### src/rtl/fabric_selftest.sv
module fabric_selftest #(
  parameter int DW         = 8,
  parameter int EXT_AW     = 4,
  parameter int LOC_AW     = 3,
  parameter int N_RT       = 8,
  parameter int N_LS       = 4,
  parameter int N_MOD      = 4,
  parameter int FIFO_DEPTH = 16,
  parameter int IW         = (EXT_AW > LOC_AW) ? EXT_AW : LOC_AW
) (
  input  logic          clk,
  input  logic          rst_n,
  input  logic          start_i,
  output logic          busy_o,
  output logic          done_o,
  output logic          pass_o,
  output logic [2:0]    phase_o,
  output logic [1:0]    mem_sel_o,
  output logic          mem_we_o,
  output logic [IW-1:0] mem_addr_o,
  output logic [DW-1:0] mem_wdata_o,
  input  logic [DW-1:0] mem_rdata_i,
  output logic          sw_en_o,
  output logic          sw_bank_o,
  output logic [IW-1:0] sw_sel_o,
  output logic [DW-1:0] loop_tx_o,
  input  logic [DW-1:0] loop_rx_i,
  output logic          mod_go_o,
  output logic [IW-1:0] mod_sel_o,
  input  logic [DW-1:0] mod_res_i,
  output logic          flt_valid_o,
  output logic [IW+3:0] flt_data_o,
  input  logic          flt_pop_i,
  output logic          ovf_o,
  output logic          bypass_o
);
  localparam logic [2:0] P_IDLE = 3'd0, P_EXT = 3'd1, P_CTL = 3'd2, P_RT = 3'd3,
                         P_LS = 3'd4, P_LOC = 3'd5, P_MOD = 3'd6, P_DONE = 3'd7;
  localparam logic [IW-1:0] EXT_LAST = IW'(2**EXT_AW - 1);
  localparam logic [IW-1:0] LOC_LAST = IW'(2**LOC_AW - 1);
  localparam logic [IW-1:0] RT_LAST  = IW'(N_RT - 1);
  localparam logic [IW-1:0] LS_LAST  = IW'(N_LS - 1);
  localparam logic [IW-1:0] MOD_LAST = IW'(N_MOD - 1);
  localparam logic [DW-1:0] PAT_A    = {(DW/2){2'b01}};
  localparam logic [DW-1:0] VEC_BASE = {(DW/4){4'b1001}};
  localparam int FPW = $clog2(FIFO_DEPTH);

  logic [2:0]    phase;
  logic [IW-1:0] idx, last;
  logic [1:0]    pat;
  logic          sub, loop_err;
  logic          fault_seen, ovf_q, byp_q;
  logic [IW+3:0] fifo_q [FIFO_DEPTH];
  logic [FPW-1:0] wp, rp;
  logic [FPW:0]   cnt;

  wire scan  = (phase == P_EXT) || (phase == P_CTL) || (phase == P_LOC);
  wire loopp = (phase == P_RT) || (phase == P_LS);
  wire modp  = (phase == P_MOD);
  wire busy  = scan || loopp || modp;
  wire go    = start_i && ((phase == P_IDLE) || (phase == P_DONE));

  wire [DW-1:0] idx_d    = DW'(idx);
  wire [DW-1:0] pat_d    = (pat == 2'd0) ? PAT_A : (pat == 2'd1) ? ~PAT_A : idx_d;
  wire [DW-1:0] vec      = VEC_BASE ^ idx_d;
  wire          loop_bad = loop_rx_i != loop_tx_o;
  wire          fail     = sub && ((scan && (mem_rdata_i != pat_d)) ||
                                   (loopp && (loop_bad || loop_err)) ||
                                   (modp && (mod_res_i != ~vec)));
  wire          full     = cnt == (FPW+1)'(FIFO_DEPTH);
  wire          push_ok  = fail && !full;
  wire          pop_ok   = flt_pop_i && (cnt != '0);

  always_comb begin
    case (phase)
      P_EXT:   last = EXT_LAST;
      P_RT:    last = RT_LAST;
      P_LS:    last = LS_LAST;
      P_LOC:   last = LOC_LAST;
      P_MOD:   last = MOD_LAST;
      default: last = '0;
    endcase
  end

  assign busy_o      = busy;
  assign done_o      = phase == P_DONE;
  assign pass_o      = done_o && !fault_seen;
  assign phase_o     = phase;
  assign mem_sel_o   = (phase == P_EXT) ? 2'd0 : (phase == P_CTL) ? 2'd1 : 2'd2;
  assign mem_we_o    = (scan || modp) && !sub;
  assign mem_addr_o  = idx;
  assign mem_wdata_o = modp ? vec : pat_d;
  assign sw_en_o     = loopp;
  assign sw_bank_o   = phase == P_LS;
  assign sw_sel_o    = idx;
  assign loop_tx_o   = sub ? ~PAT_A : PAT_A;
  assign mod_go_o    = modp && sub;
  assign mod_sel_o   = idx;
  assign flt_valid_o = cnt != '0;
  assign flt_data_o  = fifo_q[rp];
  assign ovf_o       = ovf_q;
  assign bypass_o    = byp_q;

  always_ff @(posedge clk or negedge rst_n) begin
    if (!rst_n) begin
      phase <= P_IDLE; idx <= '0; pat <= '0; sub <= 1'b0; loop_err <= 1'b0;
    end else if (go) begin
      phase <= P_EXT; idx <= '0; pat <= '0; sub <= 1'b0; loop_err <= 1'b0;
    end else if (busy) begin
      loop_err <= loopp && !sub && loop_bad;
      if (scan) begin
        if (idx != last) idx <= idx + IW'(1);
        else begin
          idx <= '0;
          sub <= ~sub;
          if (sub) begin
            if (pat == 2'd2) begin pat <= '0; phase <= phase + 3'd1; end
            else pat <= pat + 2'd1;
          end
        end
      end else begin
        sub <= ~sub;
        if (sub) begin
          if (idx != last) idx <= idx + IW'(1);
          else begin idx <= '0; phase <= phase + 3'd1; end
        end
      end
    end
  end

  always_ff @(posedge clk or negedge rst_n) begin
    if (!rst_n) begin
      wp <= '0; rp <= '0; cnt <= '0; fault_seen <= 1'b0; ovf_q <= 1'b0; byp_q <= 1'b0;
    end else if (go) begin
      wp <= '0; rp <= '0; cnt <= '0; fault_seen <= 1'b0; ovf_q <= 1'b0; byp_q <= 1'b0;
    end else begin
      if (push_ok) wp <= wp + FPW'(1);
      if (pop_ok)  rp <= rp + FPW'(1);
      cnt <= cnt + (FPW+1)'(push_ok) - (FPW+1)'(pop_ok);
      if (fail) fault_seen <= 1'b1;
      if (fail && full) ovf_q <= 1'b1;
      if (fail && loopp) byp_q <= 1'b1;
    end
  end

  always_ff @(posedge clk) begin
    if (push_ok) fifo_q[wp] <= {phase, loopp, idx};
  end
endmodule

### config.mk
export PLATFORM = sky130hd
export DESIGN_NAME = fabric_selftest
export DESIGN_NICKNAME = d
export VERILOG_FILES = /design/src/rtl/fabric_selftest.sv
export SDC_FILE = /design/constraint.sdc
export NUM_CORES = 1
export LEC_CHECK = 0
export BUFFER_PORTS_ARGS = -buffer_cell sky130_fd_sc_hd__clkbuf_2
export CORE_MARGIN = 2
export CORE_UTILIZATION = 59
export CTS_BUF_LIST = sky130_fd_sc_hd__clkbuf_4 sky130_fd_sc_hd__clkbuf_8 sky130_fd_sc_hd__clkbuf_16
export DETAILED_ROUTE_END_ITERATION = 8
export GPL_TIMING_DRIVEN = 0
export PLACE_DENSITY_LB_ADDON = 0.1
export SYNTH_ARGS = -nofsm -noshare
export SYNTH_HDL_FRONTEND = slang
export SYNTH_SLANG_ARGS = --single-unit
### constraint.sdc
create_clock -name clk -period 3.65 [get_ports clk]
set_input_delay 0.5475 -clock clk [delete_from_list [all_inputs] [get_ports clk]]
set_output_delay 0.5475 -clock clk [all_outputs]
set_load 0.005 [all_outputs]
==> Yosys cells after proc, flatten, opt, wreduce, memory -nomap -nowiden <==
Memories as Yosys holds them, arrays and structs flattened.
Cells that the tools add are included.
{ "word_totals": {"ff_bits": 27, "latch_bits": 0, "ramBits": 128, "romBits": 0, "input_bits": 28, "output_inout_bits": 51, "elab_cells": 129, "mem_count": 1} }
{ "memory_table": {"columns": ["memory", "depth", "width", "read_ports", "rd_clocked_by_memory_dff", "write_ports", "line_no", "source"], "rows": [
  ["fifo_q", 16, 8, 1, 0, 1, "53", "logic [IW+3:0] fifo_q [FIFO_DEPTH];"]
]} }
{ "op_classes": {"n_addsub": 7, "mul": 0, "div_mod_pow": 0, "magnitude_cmp": 0, "n_eq_ne": 17, "shift": 0, "mux": 45, "bitwise_logic": 3, "n_reduce_logical": 45} }
{ "ops": {"columns": ["operator", "n"], "rows": [
  ["$mux 4", 9],
  ["$mux 8", 4],
  ["$mux 3", 8],
  ["$ne 8x8->1", 3],
  ["$mux 2", 8],
  ["$reduce_bool 2->1", 8],
  ["$logic_and 1x1->1", 14],
  ["$mux 1", 14],
  ["$add 4x1->4 const B", 3],
  ["$eq 3x3->1 const B", 4],
  ["$pmux 4 s3", 1],
  ["$logic_or 1x1->1", 10],
  ["$not 8->8", 1],
  ["$reduce_and 4->1", 2],
  ["$eq 3x2->1 const B", 2],
  ["$add 5x1->5", 1],
  ["$eq 5x5->1 const B", 1],
  ["$mux 5", 1],
  ["$reduce_bool 5->1", 1],
  ["$sub 5x1->5", 1],
  ["$ne 4x4->1", 1],
  ["$not 2->4", 1],
  ["$reduce_and 2->1", 2],
  ["$reduce_or 2->1", 2],
  ["13 further kinds", 15]
]} }

==> Logic depth before layout (Yosys ltp) <==
{ "depth": {"ltp_word": 12, "depth_mapped": 17, "depth_no_buf": 17} }

==> Worst setup path before layout <==
OpenSTA, ideal clock, no wires.
{ "synth_timing": {"path_type": "register to register", "startpoint": "register phase[0] (netlist: phase_o[0])", "endpoint": "register cnt[4]", "setup_time_ns": 0.136, "t_arrival_ns": 2.984, "t_required_ns": 3.514, "path_slack_ns": 0.530, "path_stages_with_launch": 18, "n_path_buf": 0, "synth_period_minus_slack_ns": 3.120, "path_cell_list": "dfrtp_1 inv_1 ha_1 and2_1 a21oi_2 o22ai_1 o211a_4 inv_2 ha_1 inv_1 ha_1 inv_1 fa_1 inv_1 a21oi_1 nor2_1 or3_1 a21oi_1"} }
{ "synth_via": {"word_cells_on_any_way": 23, "classes_between": "add/sub (2); eq/ne (7); mux (1); reduce/logical (13)"} }
{ "synth_lines": {"columns": ["element", "line_no", "source"], "rows": [
  ["start, declared", "48", "logic [2:0] phase;"],
  ["start signal, assigned", "106", "phase <= P_IDLE; idx <= '0; pat <= '0; sub <= 1'b0; loop_err <= 1'b0;"],
  ["start signal, assigned", "108", "phase <= P_EXT; idx <= '0; pat <= '0; sub <= 1'b0; loop_err <= 1'b0;"],
  ["start signal, assigned", "117", "if (pat == 2'd2) begin pat <= '0; phase <= phase + 3'd1; end"],
  ["$eq 3x3->1", null, null],
  ["via sw_bank_o", "24", "output logic sw_bank_o,"],
  ["$logic_or 1x1->1", "58", "wire loopp = (phase == P_RT) || (phase == P_LS);"],
  ["$logic_and 1x1->1", "68", "(loopp && (loop_bad || loop_err)) ||"],
  ["$logic_or 1x1->1", "67", "wire fail = sub && ((scan && (mem_rdata_i != pat_d)) ||"],
  ["$logic_or 1x1->1", "68", null],
  ["$logic_and 1x1->1", "67", null],
  ["$logic_and 1x1->1", "71", "wire push_ok = fail && !full;"],
  ["$add 5x1->5", "139", "cnt <= cnt + (FPW+1)'(push_ok) - (FPW+1)'(pop_ok);"],
  ["$sub 5x1->5", "139", null],
  ["$mux 5", "134", "end else if (go) begin"],
  ["end signal, assigned", "139", null],
  ["end, declared", "55", "logic [FPW:0] cnt;"]
]} }
The timed path passes the listed nets, and every way through them passes these cells.
A chain may end at the register's enable or synchronous reset.

==> Worst setup path after layout <==
{ "layout_timing": {"startpoint": "register rp[0]", "endpoint": "output port flt_data_o[5]"} }
{ "layout_via": {"elab_chain_cells": 1} }
{ "layout_rtl": {"columns": ["element", "line_no", "source"], "rows": [
  ["start, declared", "54", "logic [FPW-1:0] wp, rp;"],
  ["start signal, assigned", "138", "if (pop_ok) rp <= rp + FPW'(1);"],
  ["$mem_v2 16x8", null, null],
  ["end, declared", "32", "output logic [IW+3:0] flt_data_o,"]
]} }
Every way passes these cells.

==> results_dict.tcl <==
set metrics [dict create \
    core_area_um2 11900 \
    synth_top_area_frac 0.541 \
    fin_crit_sh 0.933 \
    fmax_ghz 0.294 \
    drc 0 \
    synth_edf_count 128 \
    critPathLaunchType "register" \
    cts_tree "built" \
    drv_slew 0 \
    hold_path_class "in2async" \
    wl_met3_um 707 \
    finalPower_mw 7.46 \
    fin_skew_ps 9.35 \
    rrSetupSlack_ps 260 \
    drt_iter0_markers 320 \
    vdd_drop_max_mv 0.492 \
    cts.htree.levels 4 \
    fp.dieArea_um2 12900 \
    hold_buffers 0 \
    synth_area_leader_cell "edfxtp_1" \
    seq_area_frac_synth 0.636 \
    reg2reg_from "mem_addr_o[2]" \
    path_buf_inv 3 \
    dpl_cell_area_um2 7730 \
    slowest_stage "mux4_2" \
    track_usage 0.245 \
    firstDrtPassIters 5 \
    worstPathArrival_ps 2860 \
    setup_viol 0 \
    hold_slack_ps 164 \
    area_growth_pct 18.5 \
    fp-row-count 40 \
    grt_max_degree 28 \
    wl_per_cell_um 21.1 \
    synth.distinct_cells 55 \
    synth_cells 449 \
    syn_nets 495 \
    critPathMostFrequentCell "mux4_2" \
    antenna_cells 0 \
    p_leak_nw 3.21 \
    dr_wl_met2_mm 7.89 \
    slowest_delay_ps 610 \
    clk_pin_slew_ps 60 \
    synth_most_common_cell "edfxtp_1" \
    fin_area_um2 8420 \
    drt-vias-per-instance 5.88 \
    fin_util 0.710 \
    cp_cell_sequence "clkbuf_1 -> buf_2 -> mux4_2 -> mux4_2 -> clkbuf_2" \
    overflow 0 \
    grt_antenna_before_repair 0 \
    antenna_left 0 \
    critPathKind "reg2out" \
    outcome "finished clean" \
    stdcell_count 717 \
    async_flop_share 0.174 \
    hold_violations 0 \
    start_util 0.599 \
    rsz0062_at_grt "false" \
    avgSynthCellArea_um2 15.8 \
    die_y_um 114 \
    reg2regPathDepth 16 \
    drt-met1-wl_mm 6.22 \
    ys_ff_latch 155 \
    clkLatencyLatePin_ps 430 \
    worst-path-stages 5 \
    rr_endpoint "cnt[4]" \
    cp_max_fo 10 \
    p_per_area_nw_per_um2 886 \
    dieWidth_um 114 \
    maxCapViolations 0 \
    post-place-ws_ps -430 \
    drive_gt1_frac 0.370 \
    cts_buffers 17 \
    routed_wirelength_mm 15.2 \
    grt_pass1_vias 4189 \
    fin_crit_ps 3410 \
    syn_area_um2 7110 \
    gp_congestion 0.831 \
    fin_tns_setup_ps 0 \
    portBuffers 78 \
    crit_family "multiplexers" \
    synth_ff_type "edfxtp_1" \
    clockBufferDepth 2 \
    nFillCells 769 \
    synthTopCellsByArea "edfxtp_1 (54%), mux4_2 (13%), dfrtp_1 (9.5%)" \
    io_pins 79 \
    hpwlAfterDp_mm 9.79 \
    dp_cells 678 \
    fin_ws_ps 244 \
    nets 603 \
    clockRootBuffer "clkbuf_16" \
    synthTopCellsByCount "edfxtp_1 (128), mux4_2 (40), dfrtp_1 (27)" \
    cts.sinks 155 \
    vias 4215 \
    crit_path_end_kind "primary output" \
    top_layer_used "met4" \
    yosysWarningCount 0 \
    grt_pass1_wl_mm 23.0 \
    cp.required_ps 3100 \
    slew_headroom 0.466 \
    tightest_slew_ps 801 \
]
[cell type report]
class	count	area (µm²)	share of cell area
Clock buffer	17	425	0.0505
Sequential cell	155	4550	0.540
Inverter	19	71.3	0.00847
Buffer	39	220	0.0262
Tap cell	147	184	0.0219
Timing Repair Buffer	90	480	0.0571
Multi-Input combinational cell	235	2350	0.279
Clock inverter	15	140	0.0166
[report_power, final]
part           total [mW]  switching [mW]  internal [mW]
Clock                1.68           0.730          0.948
Sequential           2.73           0.293           2.43
Combinational        3.05            1.62           1.43
Total                7.46            2.65           4.81
[logic make-up after synthesis]
kind of cell | synth area share
flip-flops | 0.636
AND/OR/NAND/NOR | 0.0900
buffers and inverters | 0.0417
AO/OA/AOI/OAI | 0.0475
multiplexers | 0.131
adder cells (fa/ha/maj) | 0.0328
XOR/XNOR | 0.0210
[what timing repair did]
action,4_1_cts,5_1_grt
pin swaps,0,1
gates resized for setup,9,11
hold endpoints to repair,0,0
setup buffers,0,8
setup endpoints to repair,4,1
[metal layers]
layer	track usage	vias to the layer above
li1	-	1944
met1	0.321	2123
met2	0.410	125
met3	0.0494	23
met4	0.0959	0
met5	0	-
[sequential cells by signal (all words and copies together), names as in the netlist, 2 cells and up]
| register | flops |
|---|---|
| cnt | 5 |
| fifo_q | 128 |
| mem_addr_o | 4 |
| pat | 2 |
| phase_o | 3 |
| rp | 4 |
| wp | 4 |
[cells in the final DEF (no fill, tap or decap), types with 7 or more instances in the layout]
| cell | count |
|---|---|
| a21oi_1 | 16 |
| and4b_1 | 8 |
| buf_2 | 7 |
| buf_4 | 28 |
| clkbuf_1 | 11 |
| clkbuf_16 | 17 |
| clkbuf_2 | 79 |
| dfrtp_1 | 20 |
| dfrtp_4 | 7 |
| edfxtp_1 | 128 |
| ha_1 | 16 |
| inv_1 | 18 |
| mux4_2 | 40 |
| nand2_1 | 19 |
| nand3_1 | 11 |
| nor2_1 | 23 |
| o21ai_0 | 12 |
| xnor2_1 | 9 |
| xor2_1 | 8 |
[worst max path at each step]
stage | from | endpoint | slack [ps]
detailed placement | mem_addr_o[0] | cnt[4] | -430
floorplan | phase_o[0] | cnt[4] | 530
global placement | phase_o[1] | fifo_q[3][0] | -450
finish | rp[0] | flt_data_o[5] | 240
CTS | mem_addr_o[0] | cnt[4] | 10
global route | phase_o[0] | cnt[4] | 9
No activity file was read; power rests on OpenSTA's default activity.
